[src/rtl/spi_irq_pkg.sv]
package spi_irq_pkg;

    localparam int IRQ_W = 7;

    localparam int B_RX_OVF   = 0;
    localparam int B_TX_LOW   = 2;
    localparam int B_TX_FULL  = 3;
    localparam int B_RX_AVAIL = 4;
    localparam int B_RX_FULL  = 5;
    localparam int B_TX_UNDER = 6;

    localparam logic [IRQ_W-1:0] IRQ_VALID = 7'b111_1101;

    localparam int OFS_STATUS = 'h04;
    localparam int OFS_MSET   = 'h08;
    localparam int OFS_MCLR   = 'h0C;
    localparam int OFS_MASK   = 'h10;
    localparam int OFS_TXWM   = 'h28;
    localparam int OFS_RXWM   = 'h2C;

    typedef struct packed {
        logic [IRQ_W-1:0] status;
        logic [IRQ_W-1:0] mask;
        logic             irq;
    } irq_state_t;

endpackage

[src/rtl/spi_irq_cond.sv]
module spi_irq_cond
    import spi_irq_pkg::*;
#(
    parameter int FIFO_DEPTH = 63,
    parameter int CNT_W      = $clog2(FIFO_DEPTH + 1)
) (
    input  logic [CNT_W-1:0] tx_count,
    input  logic [CNT_W-1:0] rx_count,
    input  logic [CNT_W-1:0] tx_wm,
    input  logic [CNT_W-1:0] rx_wm,
    input  logic             rx_overflow,
    input  logic             tx_underflow,
    output logic [IRQ_W-1:0] events
);

    localparam logic [CNT_W-1:0] FULL_CNT = CNT_W'(FIFO_DEPTH);

    always_comb begin
        events             = '0;
        events[B_RX_OVF]   = rx_overflow;
        events[B_TX_LOW]   = (tx_count < tx_wm);
        events[B_TX_FULL]  = (tx_count == FULL_CNT);
        events[B_RX_AVAIL] = (rx_count >= rx_wm);
        events[B_RX_FULL]  = (rx_count == FULL_CNT);
        events[B_TX_UNDER] = tx_underflow;
    end

endmodule

[src/rtl/spi_irq_wm.sv]
module spi_irq_wm #(
    parameter int CNT_W  = 6,
    parameter int TX_RST = 1,
    parameter int RX_RST = 32
) (
    input  logic             clk,
    input  logic             rst_n,
    input  logic             tx_we,
    input  logic             rx_we,
    input  logic [CNT_W-1:0] wdata,
    output logic [CNT_W-1:0] tx_wm,
    output logic [CNT_W-1:0] rx_wm
);

    typedef struct packed {
        logic [CNT_W-1:0] tx;
        logic [CNT_W-1:0] rx;
    } wm_t;

    wm_t wm_d, wm_q;

    always_comb begin
        wm_d = wm_q;
        if (tx_we) begin
            wm_d.tx = wdata;
        end
        if (rx_we) begin
            wm_d.rx = wdata;
        end
    end

    always_ff @(posedge clk) begin
        if (!rst_n) begin
            wm_q.tx <= CNT_W'(TX_RST);
            wm_q.rx <= CNT_W'(RX_RST);
        end else begin
            wm_q <= wm_d;
        end
    end

    assign tx_wm = wm_q.tx;
    assign rx_wm = wm_q.rx;

endmodule

[src/rtl/spi_irq_stat.sv]
module spi_irq_stat
    import spi_irq_pkg::*;
(
    input  logic             clk,
    input  logic             rst_n,
    input  logic [IRQ_W-1:0] events,
    input  logic [IRQ_W-1:0] stat_clr,
    input  logic [IRQ_W-1:0] mask_set,
    input  logic [IRQ_W-1:0] mask_clr,
    output logic [IRQ_W-1:0] status,
    output logic [IRQ_W-1:0] mask,
    output logic             irq
);

    irq_state_t st_d, st_q;

    always_comb begin
        st_d        = st_q;
        // events win over a clear on the same edge
        st_d.status = ((st_q.status & ~stat_clr) | events) & IRQ_VALID;
        st_d.mask   = ((st_q.mask | mask_set) & ~mask_clr) & IRQ_VALID;
        st_d.irq    = |(st_q.status & st_q.mask);
    end

    always_ff @(posedge clk) begin
        if (!rst_n) begin
            st_q <= '0;
        end else begin
            st_q <= st_d;
        end
    end

    assign status = st_q.status;
    assign mask   = st_q.mask;
    assign irq    = st_q.irq;

endmodule

[src/rtl/spi_irq_regs.sv]
module spi_irq_regs
    import spi_irq_pkg::*;
#(
    parameter int FIFO_DEPTH = 63,
    parameter int CNT_W      = $clog2(FIFO_DEPTH + 1),
    parameter int ADDR_W     = 8,
    parameter int DATA_W     = 32,
    parameter int TX_WM_RST  = 1,
    parameter int RX_WM_RST  = 32
) (
    input  logic              clk,
    input  logic              rst_n,
    input  logic [ADDR_W-1:0] reg_addr,
    input  logic              reg_wr,
    input  logic [DATA_W-1:0] reg_wdata,
    output logic [DATA_W-1:0] reg_rdata,
    input  logic [CNT_W-1:0]  tx_count,
    input  logic [CNT_W-1:0]  rx_count,
    input  logic              rx_overflow,
    input  logic              tx_underflow,
    output logic              irq
);

    localparam logic [ADDR_W-1:0] A_STATUS = ADDR_W'(OFS_STATUS);
    localparam logic [ADDR_W-1:0] A_MSET   = ADDR_W'(OFS_MSET);
    localparam logic [ADDR_W-1:0] A_MCLR   = ADDR_W'(OFS_MCLR);
    localparam logic [ADDR_W-1:0] A_MASK   = ADDR_W'(OFS_MASK);
    localparam logic [ADDR_W-1:0] A_TXWM   = ADDR_W'(OFS_TXWM);
    localparam logic [ADDR_W-1:0] A_RXWM   = ADDR_W'(OFS_RXWM);

    logic [IRQ_W-1:0] events;
    logic [IRQ_W-1:0] stat_clr;
    logic [IRQ_W-1:0] mask_set;
    logic [IRQ_W-1:0] mask_clr;
    logic [IRQ_W-1:0] status_q;
    logic [IRQ_W-1:0] mask_q;
    logic [CNT_W-1:0] tx_wm_q;
    logic [CNT_W-1:0] rx_wm_q;
    logic             tx_wm_we;
    logic             rx_wm_we;
    logic [IRQ_W-1:0] wbits;

    assign wbits = reg_wdata[IRQ_W-1:0];

    // write decode
    always_comb begin
        stat_clr = '0;
        mask_set = '0;
        mask_clr = '0;
        tx_wm_we = 1'b0;
        rx_wm_we = 1'b0;
        if (reg_wr) begin
            case (reg_addr)
                A_STATUS: stat_clr = wbits;
                A_MSET:   mask_set = wbits;
                A_MCLR:   mask_clr = wbits;
                A_TXWM:   tx_wm_we = 1'b1;
                A_RXWM:   rx_wm_we = 1'b1;
                default:  ;
            endcase
        end
    end

    spi_irq_cond #(
        .FIFO_DEPTH (FIFO_DEPTH),
        .CNT_W      (CNT_W)
    ) u_cond (
        .tx_count     (tx_count),
        .rx_count     (rx_count),
        .tx_wm        (tx_wm_q),
        .rx_wm        (rx_wm_q),
        .rx_overflow  (rx_overflow),
        .tx_underflow (tx_underflow),
        .events       (events)
    );

    spi_irq_wm #(
        .CNT_W  (CNT_W),
        .TX_RST (TX_WM_RST),
        .RX_RST (RX_WM_RST)
    ) u_wm (
        .clk   (clk),
        .rst_n (rst_n),
        .tx_we (tx_wm_we),
        .rx_we (rx_wm_we),
        .wdata (reg_wdata[CNT_W-1:0]),
        .tx_wm (tx_wm_q),
        .rx_wm (rx_wm_q)
    );

    spi_irq_stat u_stat (
        .clk      (clk),
        .rst_n    (rst_n),
        .events   (events),
        .stat_clr (stat_clr),
        .mask_set (mask_set),
        .mask_clr (mask_clr),
        .status   (status_q),
        .mask     (mask_q),
        .irq      (irq)
    );

    // read decode
    always_comb begin
        reg_rdata = '0;
        case (reg_addr)
            A_STATUS: reg_rdata = {{(DATA_W-IRQ_W){1'b0}}, status_q};
            A_MASK:   reg_rdata = {{(DATA_W-IRQ_W){1'b0}}, mask_q};
            A_TXWM:   reg_rdata = {{(DATA_W-CNT_W){1'b0}}, tx_wm_q};
            A_RXWM:   reg_rdata = {{(DATA_W-CNT_W){1'b0}}, rx_wm_q};
            default:  reg_rdata = '0;
        endcase
    end

endmodule

[config.mk]
export PLATFORM = sky130hd
export DESIGN_NAME = spi_irq_regs
export DESIGN_NICKNAME = d
export VERILOG_FILES = /design/src/rtl/spi_irq_pkg.sv /design/src/rtl/spi_irq_cond.sv /design/src/rtl/spi_irq_wm.sv /design/src/rtl/spi_irq_stat.sv /design/src/rtl/spi_irq_regs.sv
export SDC_FILE = /design/constraint.sdc
export NUM_CORES = 1
export LEC_CHECK = 0
export BUFFER_PORTS_ARGS = -buffer_cell sky130_fd_sc_hd__clkbuf_2
export CORE_ASPECT_RATIO = 0.5
export CORE_MARGIN = 2
export CORE_UTILIZATION = 44
export CTS_CLUSTER_DIAMETER = 100
export DETAILED_ROUTE_END_ITERATION = 8
export MAX_ROUTING_LAYER = met4
export PLACE_DENSITY_LB_ADDON = 0.15
export SLEW_MARGIN = 10
export SYNTH_ARGS = -nofsm -noshare
export SYNTH_HDL_FRONTEND = slang
export SYNTH_SLANG_ARGS = --single-unit
export TNS_END_PERCENT = 50
[constraint.sdc]
create_clock -name clk -period 2.1 [get_ports clk]
set_clock_uncertainty 0.2 [all_clocks]
set_input_delay 0.105 -clock clk [delete_from_list [all_inputs] [get_ports clk]]
set_output_delay 0.105 -clock clk [all_outputs]
set_load 0.01 [all_outputs]
**After elaboration in Yosys (flattened, before gate mapping)**

Cells that the tools add are included.

- Order comparisons: 2
- Mux-type cells: 11
- Equality and inequality tests: 8
- Bitwise gates (word level): 7
- Reduce and logical (&&, ||, !) cells: 1

Operators by type and width:

| kind | count |
|---|---|
| $mux W7 | 6 |
| $pmux W7 S4 | 1 |
| $and A7 B7 Y7 | 3 |
| $eq A8 B4 Y1 const B | 2 |
| $eq A8 B6 Y1 const B | 2 |
| $not A7 Y7 | 2 |
| $or A7 B7 Y7 | 2 |
| $eq A6 B6 Y1 const B | 2 |
| $eq A8 B3 Y1 const B | 1 |
| $eq A8 B5 Y1 const B | 1 |
| $reduce_or A7 Y1 | 1 |
| $ge A6 B6 Y1 | 1 |
| $lt A6 B6 Y1 | 1 |
| $mux W1 | 4 |

- Bits in registers: 27
- Output and inout bits: 33
- Logic and storage cells: 36

**Longest topological paths before layout**

- Depth after elaboration: 6
- Mapped depth: 6
- Depth with buffers taken out: 6

**Modules after synthesis**

A second synthesis with hierarchy kept.

- Cells, all modules: 220
- Area, all modules: 1811.7 µm²

Modules (own cells, without submodules):

| module | area an instance (µm²) | cells each | instances |
|---|---|---|---|
| spi_irq_regs | 586.8 | 90 | 1 |
| spi_irq_wm | 457.9 | 39 | 1 |
| spi_irq_stat | 451.7 | 45 | 1 |
| spi_irq_cond | 315.3 | 46 | 1 |

**Least setup slack after synthesis**

Ideal clock, no wire load.

- Path type: in2out
- From: input reg_addr[7]
- To: output reg_rdata[0]
- Buffers on the path: 1
- Required time: 1.795 ns
- Stages on the path: 4
- Arrival: 1.481 ns
- Setup slack: 0.314 ns
- Path through: or4_4 or3_2 clkbuf_1 o22ai_1

- Cells in the longest elaborated chain, start to end: 2
- Elaborated cells between the ends (all ways): 5

Ends and longest elaborated chain:

| item | line | text |
|---|---|---|
| from (decl) | spi_irq_regs.sv:13 | `input logic [ADDR_W-1:0] reg_addr,` |
| $eq A8 B6 Y1 (tied with other cells) | spi_irq_regs.sv:106 | `case (reg_addr)` |
| $pmux W7 S4 (*) | spi_irq_regs.sv:106 |  |
| to (decl) | spi_irq_regs.sv:16 | `output logic [DATA_W-1:0] reg_rdata,` |

Every way passes the cells marked *; elsewhere a longest branch is shown, timed or not.

**Worst setup path after layout**

- From: input reg_addr[7]
- To: output reg_rdata[5]

The elaborated chain is that of the path after synthesis.

==> metrics.cfg <==
[outcome]
status=completed

[die]
num_io_pins=90
die-height_um=47.14
start_util_pct=46.92
row_count=15
die_area_sq_mm=0.004256
core_sq_mm=0.003491
fp.dieW_um=90.28

[sta]
rsz0062_at_grt=false
slew_headroom_pct=66.49
whs_ns=0.01647
tightest_slew_ns=0.4980
finalSetupViolCount=0
slew_violations=0
fin_crit_sh_pct=93.17
fin_crit_ns=1.957
hold_viol=0
fmax_mhz=511.1
tns_ns=0
setup_slack_ns=0.1435

[detailed_routing]
drt_iter0_drc=28
drc=0
wl_per_cell_um=12.67
drt-total-wl_um=3737
vias_per_cell=4.888
antenna_left=0
vias=1442
first_pass_iters=4

[clock_tree]
clk_latency_ns=0.26
clock_path_buffers=2
post_cts_resized=0
htreeDepth=1
root_buffer=clkbuf_8
cts_tree=done
cts_inserted_buffers=3
clk_pin_slew_ns=0.08
cts_sinks=25

[placed_design]
dp_cells=277
port_buffers=39
place_hpwl_um=2918
place_ws_ns=0.1525
place.gp.congestion=0.8974
postPlaceCellArea_sq_mm=0.001807

[power]
p_total_uw=914.9
clockPowerShare_pct=30.1
p_switching_uw=233.4
sw_frac_of_total_pct=25.51
p_int_uw=681.5
p_per_area_mw_per_mm2=459.3
vdd_drop_max_uv=200.8
p_leak_nw=0.8325
pwr-share-comb_pct=16.7
p_seq_share_pct=53.2

[setup_path]
startpoint_type=primary input
path_max_fanout=6
max_stage_delay_ns=0.57
critical_path_class=primary input to output port
cp_cell_sequence=clkbuf_2 -> or4_4 -> or3_2 -> o22ai_1 -> clkbuf_2
crit_top_cell=clkbuf_2
required_ns=1.79
slowest_stage=or4_4
crit_buf_inv=2
crit_family=simple AND/OR/NAND/NOR gates
critPathArrivalTime_ns=1.65
end_kind=output port

[finish]
final_nets=313
fillCellCount=334
final-instance-count-excl-fill=295
fin_util_pct=57.06
syn2layout_area_growth_pct=21.62
finish.instance_area_sq_mm=0.001992
drive_gt1_share_pct=23.36
seqCellArea_sq_um=500.5
multi_input_area_sq_um=964.7
insertedDiodeCount=0

[synth]
ys.flop_type=dfxtp_1
avgSynthCellArea_sq_um=8.620
synth_common_cells=buf_4, dfxtp_1, nor2_1
async_reset_ff_share_pct=0
yosysTopAreaCell=dfxtp_1
synth_seq_cells=25
ys_types=36
synth_area_sq_mm=0.001638
synth_edf_count=0
synth_warnings=0
yosysSeqAreaShare_pct=30.56
synthTopCellsByArea=dfxtp_1, buf_4, mux2i_1
synth_cells=190
yosys.area.top_type_share_pct=30.56

[global_route]
grt_pass1_wl_um=5844
overflow=0
grt_max_degree=17
antenna_found_initial=0
grt_pass1_vias=1243
grt_use_total_pct=18.79

[flow_run]
maxCapViolCount=0

[worst_hold_path]
min_path_type=primary input to register

-- power by group through the flow --
stage	sequential [mW]	clock (mW)	combinational, mW
after detailed placement	0.498	0	0.133
after floorplan	0.496	0	0.112
after global placement	0.498	0	0.131
final	0.487	0.275	0.153
after global routing	0.488	0.297	0.170
after CTS	0.487	0.288	0.151
-- cell families after synthesis --
kind of cell	count (synthesis)	synth area share (%)
other cells	1	0.2290
compound gates	40	17.34
simple gates	51	17.04
fa+ha+maj	11	8.403
mux	17	10.39
buf+inv	45	16.04
flops	25	30.56
-- layout make-up --
cell class | instances | area share [%]
Multi-Input combinational cell | 144 | 48.43
Inverter | 14 | 2.638
Clock buffer | 4 | 2.261
Sequential cell | 25 | 25.13
Timing Repair Buffer | 57 | 18.34
Tap cell | 51 | 3.204
-- worst reg2reg max path, delay by kind of cell, from the launching register on --
family / cells / cell delay (ns)
and+or+nand+nor: 1 / 0.09
buffers and inverters: 1 / 0.06
AOI/OAI and AO/OA: 2 / 0.51
DFF: 1 / 0.36
adders and majority gates: 1 / 0.26
-- cells in the final DEF, fill, tap and decap left out --
cell           count
nand3_1            3
dfxtp_1           25
nor2_1            21
dlygate4sd3_1     14
o2111ai_1          1
nor2b_1            3
mux2i_1           17
a21oi_1            6
o21ai_0            7
clkinv_1           1
a31oi_1            2
a22oi_1            9
or3_2              1
buf_4              4
nor3_2             1
nor4_1             1
conb_1            25
nand3b_1           1
or2_2              1
nor3_1             1
a211oi_1           1
nand2_1            9
nor4b_4            1
clkbuf_1           1
or4_4              1
clkbuf_8           3
nand4b_1           2
clkbuf_2          39
nor3b_1            1
inv_1             13
o221a_2            6
o22ai_1            5
ha_1              11
o41ai_1            1
nand2b_1           1
and4_1             2
nand4_1            1
o211ai_1           2
-- path summary, 6_finish.rpt --
check                                            startpoint                          end  slack [ns]  cells past startpoint
worst max-delay path                            reg_addr[7]                 reg_rdata[5]        0.14                      5
worst min-delay path                           reg_wdata[6]    u_stat.mask[6]$_SDFF_PN0_        0.02                      3
worst max register to register   u_wm.tx_wm[1]$_SDFFE_PN0P_  u_stat.status[2]$_SDFF_PN0_        0.53                      5
worst min register to register  u_stat.status[0]$_SDFF_PN0_  u_stat.status[0]$_SDFF_PN0_        0.30                      2
-- flip-flops by register name, indices dropped and copies added (netlist names) --
signal	flops
u_stat.mask	6
u_wm.tx_wm	6
u_stat.irq	1
u_stat.status	6
u_wm.rx_wm	6
-- timing repair --
| item | 4_1_cts | 5_1_grt |
|---|---|---|
| hold buffers | 14 | 0 |
| hold endpoints to repair | 17 | 0 |
| buffers inserted | 0 | 0 |
-- layer usage --
metal	wire length, um	GRT usage (%)
met5	0	-
met3	329	4.013
met1	1769	24.03
met2	1638	31.73
met4	0	4.000
(Power assumes the default switching activity.)
